**src/rtl/fdt_pkg.sv**
```systemverilog
package fdt_pkg;
  typedef enum logic [2:0] {
    ST_IDLE,
    ST_KDIV,
    ST_SDIV,
    ST_SMUL,
    ST_EMUL,
    ST_EDIV,
    ST_EMIT,
    ST_END
  } fdt_state_t;
endpackage

```
**src/rtl/fdt_div.sv**
```systemverilog
module fdt_div #(
  parameter int W = 48
) (
  input  logic         clk,
  input  logic         rst,
  input  logic         go,
  input  logic [W-1:0] num,
  input  logic [W-1:0] den,
  output logic         done,
  output logic [W-1:0] quo
);
  localparam int CW = $clog2(W + 1);

  logic [W-1:0]  rem_q, den_q;
  logic [CW-1:0] cnt_q;
  logic          run_q;
  logic [W:0]    shifted, diff;

  assign shifted = {rem_q, quo[W-1]};
  assign diff    = shifted - {1'b0, den_q};

  always_ff @(posedge clk) begin
    if (rst) begin
      rem_q <= '0;
      den_q <= '0;
      quo   <= '0;
      cnt_q <= '0;
      run_q <= 1'b0;
      done  <= 1'b0;
    end else begin
      done <= 1'b0;
      if (go) begin
        rem_q <= '0;
        den_q <= den;
        quo   <= num;
        cnt_q <= CW'(W);
        run_q <= 1'b1;
      end else if (run_q) begin
        if (!diff[W]) begin
          rem_q <= diff[W-1:0];
          quo   <= {quo[W-2:0], 1'b1};
        end else begin
          rem_q <= shifted[W-1:0];
          quo   <= {quo[W-2:0], 1'b0};
        end
        cnt_q <= cnt_q - CW'(1);
        if (cnt_q == CW'(1)) begin
          run_q <= 1'b0;
          done  <= 1'b1;
        end
      end
    end
  end
endmodule

```
**src/rtl/fdt_mul.sv**
```systemverilog
module fdt_mul #(
  parameter int W  = 48,
  parameter int NB = 16
) (
  input  logic          clk,
  input  logic          rst,
  input  logic          go,
  input  logic [W-1:0]  a,
  input  logic [NB-1:0] b,
  output logic          done,
  output logic [W-1:0]  prod
);
  localparam int CW = $clog2(NB + 1);

  logic [W-1:0]  a_q;
  logic [NB-1:0] b_q;
  logic [CW-1:0] cnt_q;
  logic          run_q;

  always_ff @(posedge clk) begin
    if (rst) begin
      a_q   <= '0;
      b_q   <= '0;
      prod  <= '0;
      cnt_q <= '0;
      run_q <= 1'b0;
      done  <= 1'b0;
    end else begin
      done <= 1'b0;
      if (go) begin
        a_q   <= a;
        b_q   <= b;
        prod  <= '0;
        cnt_q <= CW'(NB);
        run_q <= 1'b1;
      end else if (run_q) begin
        if (b_q[0]) prod <= prod + a_q;
        a_q   <= a_q << 1;
        b_q   <= b_q >> 1;
        cnt_q <= cnt_q - CW'(1);
        if (cnt_q == CW'(1)) begin
          run_q <= 1'b0;
          done  <= 1'b1;
        end
      end
    end
  end
endmodule

```
**src/rtl/fdt_table_gen.sv**
```systemverilog
module fdt_table_gen
  import fdt_pkg::*;
#(
  parameter int REF_W   = 32,
  parameter int DIV_W   = 8,
  parameter int NDIV_W  = 16,
  parameter int STEP_HZ = 50_000_000,
  parameter int KHZ_DIV = 1000
) (
  input  logic                    clk,
  input  logic                    rst,
  input  logic                    start,
  input  logic [REF_W-1:0]        ref_hz,
  input  logic [DIV_W-1:0]        pdiv,
  input  logic [DIV_W-1:0]        mdiv,
  input  logic [NDIV_W-1:0]       ndiv_min,
  input  logic [NDIV_W-1:0]       ndiv_max,
  input  logic                    ent_ready,
  output logic                    ent_valid,
  output logic [NDIV_W-1:0]       ent_ndiv,
  output logic [REF_W+NDIV_W-1:0] ent_khz,
  output logic                    ent_last,
  output logic                    ent_end,
  output logic                    busy,
  output logic                    err
);
  localparam int PW = REF_W + NDIV_W;

  fdt_state_t st_q;
  logic [REF_W-1:0]   r_ref;
  logic [DIV_W-1:0]   r_mdiv;
  logic [NDIV_W-1:0]  r_max, ndiv_q;
  logic [2*DIV_W-1:0] pm_q;
  logic [PW-1:0]      refk_q, step_q;
  logic               last_sel;

  logic          div_go, div_done, mul_go, mul_done;
  logic [PW-1:0] div_num, div_den, div_q, mul_a, mul_p;
  logic [NDIV_W-1:0] mul_b;

  logic          bad_in;
  logic [PW:0]   nxt_ndiv;
  logic          nxt_below;

  assign bad_in    = (ref_hz == '0) || (pdiv == '0) || (mdiv == '0) ||
                     (ndiv_min > ndiv_max);
  assign nxt_ndiv  = (PW+1)'(ndiv_q) + (PW+1)'(step_q);
  assign nxt_below = nxt_ndiv < (PW+1)'(r_max);

  fdt_div #(.W(PW)) u_div (
    .clk(clk), .rst(rst), .go(div_go), .num(div_num), .den(div_den),
    .done(div_done), .quo(div_q)
  );

  fdt_mul #(.W(PW), .NB(NDIV_W)) u_mul (
    .clk(clk), .rst(rst), .go(mul_go), .a(mul_a), .b(mul_b),
    .done(mul_done), .prod(mul_p)
  );

  always_ff @(posedge clk) begin
    if (rst) begin
      st_q      <= ST_IDLE;
      r_ref     <= '0;
      r_mdiv    <= '0;
      r_max     <= '0;
      ndiv_q    <= '0;
      pm_q      <= '0;
      refk_q    <= '0;
      step_q    <= '0;
      last_sel  <= 1'b0;
      div_go    <= 1'b0;
      div_num   <= '0;
      div_den   <= '0;
      mul_go    <= 1'b0;
      mul_a     <= '0;
      mul_b     <= '0;
      ent_valid <= 1'b0;
      ent_ndiv  <= '0;
      ent_khz   <= '0;
      ent_last  <= 1'b0;
      ent_end   <= 1'b0;
      busy      <= 1'b0;
      err       <= 1'b0;
    end else begin
      div_go <= 1'b0;
      mul_go <= 1'b0;
      unique case (st_q)
        ST_IDLE: if (start) begin
          if (bad_in) begin
            err <= 1'b1;
          end else begin
            err     <= 1'b0;
            busy    <= 1'b1;
            r_ref   <= ref_hz;
            r_mdiv  <= mdiv;
            r_max   <= ndiv_max;
            ndiv_q  <= ndiv_min;
            pm_q    <= (2*DIV_W)'(pdiv) * (2*DIV_W)'(mdiv);
            div_num <= PW'(ref_hz);
            div_den <= PW'(KHZ_DIV);
            div_go  <= 1'b1;
            st_q    <= ST_KDIV;
          end
        end
        ST_KDIV: if (div_done) begin
          refk_q  <= div_q;
          div_num <= PW'(STEP_HZ) + PW'(r_ref) - PW'(1);
          div_den <= PW'(r_ref);
          div_go  <= 1'b1;
          st_q    <= ST_SDIV;
        end
        ST_SDIV: if (div_done) begin
          mul_a  <= div_q;
          mul_b  <= NDIV_W'(r_mdiv);
          mul_go <= 1'b1;
          st_q   <= ST_SMUL;
        end
        ST_SMUL: if (mul_done) begin
          step_q   <= mul_p;
          last_sel <= (ndiv_q >= r_max);
          mul_a    <= refk_q;
          mul_b    <= ndiv_q;
          mul_go   <= 1'b1;
          st_q     <= ST_EMUL;
        end
        ST_EMUL: if (mul_done) begin
          div_num <= mul_p;
          div_den <= PW'(pm_q);
          div_go  <= 1'b1;
          st_q    <= ST_EDIV;
        end
        ST_EDIV: if (div_done) begin
          ent_valid <= 1'b1;
          ent_ndiv  <= ndiv_q;
          ent_khz   <= div_q;
          ent_last  <= last_sel;
          st_q      <= ST_EMIT;
        end
        ST_EMIT: if (ent_ready) begin
          if (last_sel) begin
            ent_end  <= 1'b1;
            ent_last <= 1'b0;
            ent_ndiv <= '0;
            ent_khz  <= '0;
            st_q     <= ST_END;
          end else begin
            ent_valid <= 1'b0;
            mul_a     <= refk_q;
            mul_go    <= 1'b1;
            st_q      <= ST_EMUL;
            if (nxt_below) begin
              ndiv_q <= nxt_ndiv[NDIV_W-1:0];
              mul_b  <= nxt_ndiv[NDIV_W-1:0];
            end else begin
              ndiv_q   <= r_max;
              mul_b    <= r_max;
              last_sel <= 1'b1;
            end
          end
        end
        ST_END: if (ent_ready) begin
          ent_valid <= 1'b0;
          ent_end   <= 1'b0;
          busy      <= 1'b0;
          st_q      <= ST_IDLE;
        end
        default: st_q <= ST_IDLE;
      endcase
    end
  end
endmodule

```
**config.mk**
```make
export PLATFORM = sky130hd
export DESIGN_NAME = fdt_table_gen
export DESIGN_NICKNAME = d
export VERILOG_FILES = /design/src/rtl/fdt_pkg.sv /design/src/rtl/fdt_div.sv /design/src/rtl/fdt_mul.sv /design/src/rtl/fdt_table_gen.sv
export SDC_FILE = /design/constraint.sdc
export NUM_CORES = 2
export LEC_CHECK = 0
export ABC_AREA = 1
export BUFFER_PORTS_ARGS = -buffer_cell sky130_fd_sc_hd__buf_2
export CAP_MARGIN = 20
export CORE_ASPECT_RATIO = 0.9
export CORE_MARGIN = 1
export CORE_UTILIZATION = 50
export DETAILED_ROUTE_END_ITERATION = 10
export GPL_TIMING_DRIVEN = 1
export PLACE_DENSITY = 0.64
export SLEW_MARGIN = 25
export SYNTH_ARGS = -nofsm -noshare
export SYNTH_HDL_FRONTEND = slang
export SYNTH_HIERARCHICAL = 1
export SYNTH_SLANG_ARGS = --single-unit
```
**constraint.sdc**
```tcl
create_clock -name clk -period 6 [get_ports clk]
set_input_delay 1.2 -clock clk [delete_from_list [all_inputs] [get_ports clk]]
set_output_delay 1.2 -clock clk [all_outputs]
set_load 0.02 [all_outputs]
```
==> out/results.md <==
| Parameter | Value |
|---|---|
| Via density per instance | 5.356 |
| Sequential Power Share | 0.297 |
| Hold-fix buffers, CTS | 0 |
| Number of fill cells | 8745 |
| Crit path max fanout | 10 |
| Post-synthesis mux area share | 0 |
| Row count | 101 |
| Gpl congestion | 0.9722 |
| Cell leakage power | 23.07 nW |
| Async set-or-reset flop fraction in the synthesized netlist | 0 |
| Max Clock Skew | 0.02264 ns |
| Tightest hold margin | 0.4533 ns |
| Largest family of logic cells by synthesized area | simple AND/OR/NAND/NOR gates |
| Internal power of the cells | 9.755 mW |
| Number of synthesized register bits | 674 |
| Avg Synthesized Cell Area | 6.351 um^2 |
| Headroom to the max-slew limit | 0.3288 |
| Sequential share of the synthesized area | 0.3167 |
| Actual transition at the worst max-transition pin | 1.005 ns |
| Dominant register cell in the synthesized netlist | sky130_fd_sc_hd__dfxtp_1 |
| Parity-gate share of the synthesized area counting xor and xnor cells | 0.01583 |
| Count of TritonRoute iterations in the first routing pass | 6 |
| TritonCTS Buffers | 74 |
| First-pass GRT wire length | 224800 um |
| Category of the worst setup path launch point | input pin |
| Class of the worst hold path | flop to flop |
| Half-perimeter wire length of the detailed placement result | 112400 um |
| Number of buffers on the longest clock path | 3 |
| Switching pwr | 7.182 mW |
| Instance area after placement | 0.04409 mm^2 |
| Run status | complete, no violations |
| H-tree depth | 3 |
| Multi-input gate area | 0.02336 mm^2 |
| Area Growth Syn to Fin | 9.663% |
| Most used routing layer | met1 |
| Number of antenna violations at the first check in global routing | 6 |
| Worst hold stages | 2 |
| Simple-gate area share of the yosys netlist | 0.2942 |
| Overall power after layout | 16.94 mW |
| Post-CTS clock slew at the launch and capture registers of the worst setup and hold paths | 0.06 ns |
| Setup slack of the worst register-to-register path | 1.69 ns |
| Latest clock arrival within the worst-skew pair | 0.65 ns |
| Power per cell area | 362.5 mW/mm^2 |
| Reg-to-Reg Start | ndiv_q[0] |
| Endpoint of the worst hold-timing path | refk_q[20] |
| Crit path max-delay cell type | sky130_fd_sc_hd__fa_1 |
| Period Utilization, post-route | 0.8135 |
| Share of total power consumed by net switching | 0.4240 |
| Share of the synthesized area in compound gates (AO/OA/AOI/OAI) | 0.1588 |
| Starting DRT DRC Count | 4142 |
| Worst slack at placement | 0.4950 ns |
| CP top delay family | adder cells |
| DR DRC count | 0 |
| Count of clock tree sinks | 674 |
| Total global-route track usage | 0.3359 |
| Number of global-route vias before repair | 37650 |
| Part of the total power dissipated in combinational logic | 0.410 |
| Height of the die | 278.9 um |
| Worst r2r dst | mul_b[1] |
| Port bufs | 152 |
| Hold wc startpoint | refk_q[20] |
| Setup TNS | 0 ns |
| Required arrival time at the worst endpoint | 6.59 ns |
| Count of endpoints failing hold in the final timing report | 0 |
| Most frequent standard cell in the layout excluding fill and tap cells | sky130_fd_sc_hd__nand2_1 |
| GR met1 Demand/Resource | 0.5047 |
| Unrepaired setup endpoints after global routing | false |
| Setup-violating endpoint count in the final report | 0 |
| Final antenna-violating net count | 0 |
| Final count of pins violating max slew | 0 |
| Met2 track demand over resource | 0.4926 |
| Slowest cell delay on critical path | 0.55 ns |
| Highest clock frequency the design can meet | 0.2049 GHz |
| Critical Path AT | 5.47 ns |
| Horizontal die dimension | 309.7 um |
| Worst Reg2Reg Path Length in Cells | 21 |
| Cells after synthesis | 6708 |
| Total grt overflow | 0 |
| Fraction of layout instances using a drive strength above 1 | 0.07163 |
| CTS tree | done |
| Min cycle time layout | 4.881 ns |
| Final worst slack | 1.119 ns |
| Cell-by-cell listing of the critical path | buf_2, nand2_1, inv_1, fa_1, fa_1, inv_1, fa_1, fa_1, inv_1, ha_1, nand2_1, nand2_1, a31oi_1, o21ai_0, a21oi_1, o21bai_1, nand2_1, nand2_1, a21oi_1, xnor2_1, nor2_1, nor2_1 |
| Met3 usage | 0.04660 |
| Synthesized cell area | 0.04260 mm^2 |
| Final instance area | 0.04672 mm^2 |
| Placeable core region | 0.08442 mm^2 |
| Layout Nets | 7034 |
| Pin count of the biggest net entering global routing | 160 |
| Leading cell types in the layout, fill and taps excluded | 1903 x sky130_fd_sc_hd__nand2_1, 1217 x sky130_fd_sc_hd__inv_1, 671 x sky130_fd_sc_hd__dfxtp_1 |
| Top-level port count | 153 |
| Critical path endpoint category | flop |
| Die Footprint | 0.08637 mm^2 |
| Number of maximum-capacitance violations | 0 |
| Buffering stage count on the worst path with inverters included | 4 |
| Synthesized-area fraction occupied by adder cells | 0.07677 |
| Wire length reported by the detailed router | 148100 um |
| Number of synthesized flops with an enable pin | 0 |
| Post-CTS setup repair buffer count | 0 |
| IR Drop Worst-Case VDD | 0.0003019 V |
| Setup Crit Path Kind | input pin to flop |
| Most prevalent standard cell on the critical path | sky130_fd_sc_hd__nand2_1 |
| Post-cts resize count | 0 |
| Count of warnings emitted by yosys | 6 |
| Avg WL per Cell | 18.74 um |
| Sequential cell area | 0.01350 mm^2 |
| Library cells used by synthesis | 55 |
| Clk network pwr share | 0.292 |
| Routed via count | 42340 |
| Starting density of the core | 0.5047 |
| Cell at the root of the clock tree | sky130_fd_sc_hd__clkbuf_16 |
[power by group through the flow]
| stage | Sequential (mW) | Clock, mW | Combinational [mW] |
|---|---|---|---|
| 2_1_floorplan | 5.01 | 0 | 5.09 |
| 3_3_place_gp | 5.12 | 0 | 6.81 |
| 3_5_place_dp | 5.12 | 0 | 6.83 |
| 4_1_cts | 5.03 | 5.01 | 6.87 |
| 5_1_grt | 5.06 | 5.18 | 7.78 |
| 6_report | 5.04 | 4.95 | 6.95 |
[per-layer routing]
| layer | part of all wire | wire (um) |
|---|---|---|
| met1 | 0.49 | 72290 |
| met2 | 0.41 | 61340 |
| met3 | 0.072 | 10630 |
| met4 | 0.026 | 3791 |
| met5 | 0.00044 | 65 |
[tightest hold or removal path: stages (launching register included)]
cell	delay, ns
sky130_fd_sc_hd__dfxtp_1	0.30
sky130_fd_sc_hd__inv_1	0.06
sky130_fd_sc_hd__a21oi_1	0.05
[final cells by class]
type / count / area share
repair buffers: 194 / 0.02405
well taps: 1133 / 0.03034
multi-input cells: 4515 / 0.5000
flip-flops and latches: 674 / 0.2889
diodes: 1 / 0.00005356
clock buffers: 101 / 0.04526
inverters: 1253 / 0.1008
clock inverters: 34 / 0.01061
[synthesized netlist by cell type (58+ instances only)]
cell type	n	area share
sky130_fd_sc_hd__a21oi_1	509	0.060
sky130_fd_sc_hd__clkbuf_1	217	0.019
sky130_fd_sc_hd__dfxtp_1	674	0.32
sky130_fd_sc_hd__ha_1	199	0.058
sky130_fd_sc_hd__inv_1	1221	0.11
sky130_fd_sc_hd__nand2_1	1909	0.17
sky130_fd_sc_hd__nand3_1	286	0.034
sky130_fd_sc_hd__nand3b_1	71	0.013
sky130_fd_sc_hd__nand4_1	78	0.011
sky130_fd_sc_hd__nor2_1	416	0.037
sky130_fd_sc_hd__o21ai_0	472	0.055
sky130_fd_sc_hd__o22ai_1	58	0.0085
sky130_fd_sc_hd__xor2_1	64	0.013
[state kept, by name (all words and copies together), names as in the netlist, 3 cells and up]
signal / count
div_num: 48
ent_khz: 48
mul_a: 48
refk_q: 48
step_q: 48
u_div/den_q: 48
u_div/quo: 48
u_div/rem_q: 48
u_mul/a_q: 48
u_mul/prod: 48
div_den: 32
r_ref: 32
ent_ndiv: 16
mul_b: 16
ndiv_q: 16
pm_q: 16
r_max: 16
u_mul/b_q: 16
r_mdiv: 8
u_div/cnt_q: 6
u_mul/cnt_q: 5
st_q: 3
[worst max path at each step]
stage	from	end	slack (ns)	depth (start not counted)
2_1_floorplan	mdiv[7]	pm_q[14]	0.85	16
3_3_place_gp	mdiv[4]	pm_q[15]	0.53	22
3_5_place_dp	mdiv[4]	pm_q[15]	0.50	22
4_1_cts	mdiv[4]	pm_q[15]	1.18	22
5_1_grt	mdiv[4]	pm_q[15]	0.85	22
6_report	mdiv[4]	pm_q[15]	1.12	22
[metrics by stage]
step,util,instances
2_1_floorplan,-,6723
3_3_place_gp,0.5223,7769
3_5_place_dp,0.5223,7769
4_1_cts,0.5533,7904
5_1_grt,0.5534,7904
6_report,0.5534,7905
[cells by family (layout without fill, tap and decap cells)]
logic type / count (synthesis) / count (layout)
simple gates: 2950 / 2950
buf+inv: 1534 / 1582
flops: 674 / 674
other cells: 1 / 17
compound gates: 1234 / 1234
fa+ha+maj: 238 / 238
xor+xnor: 77 / 77
Power figures use the tool's default switching activity.
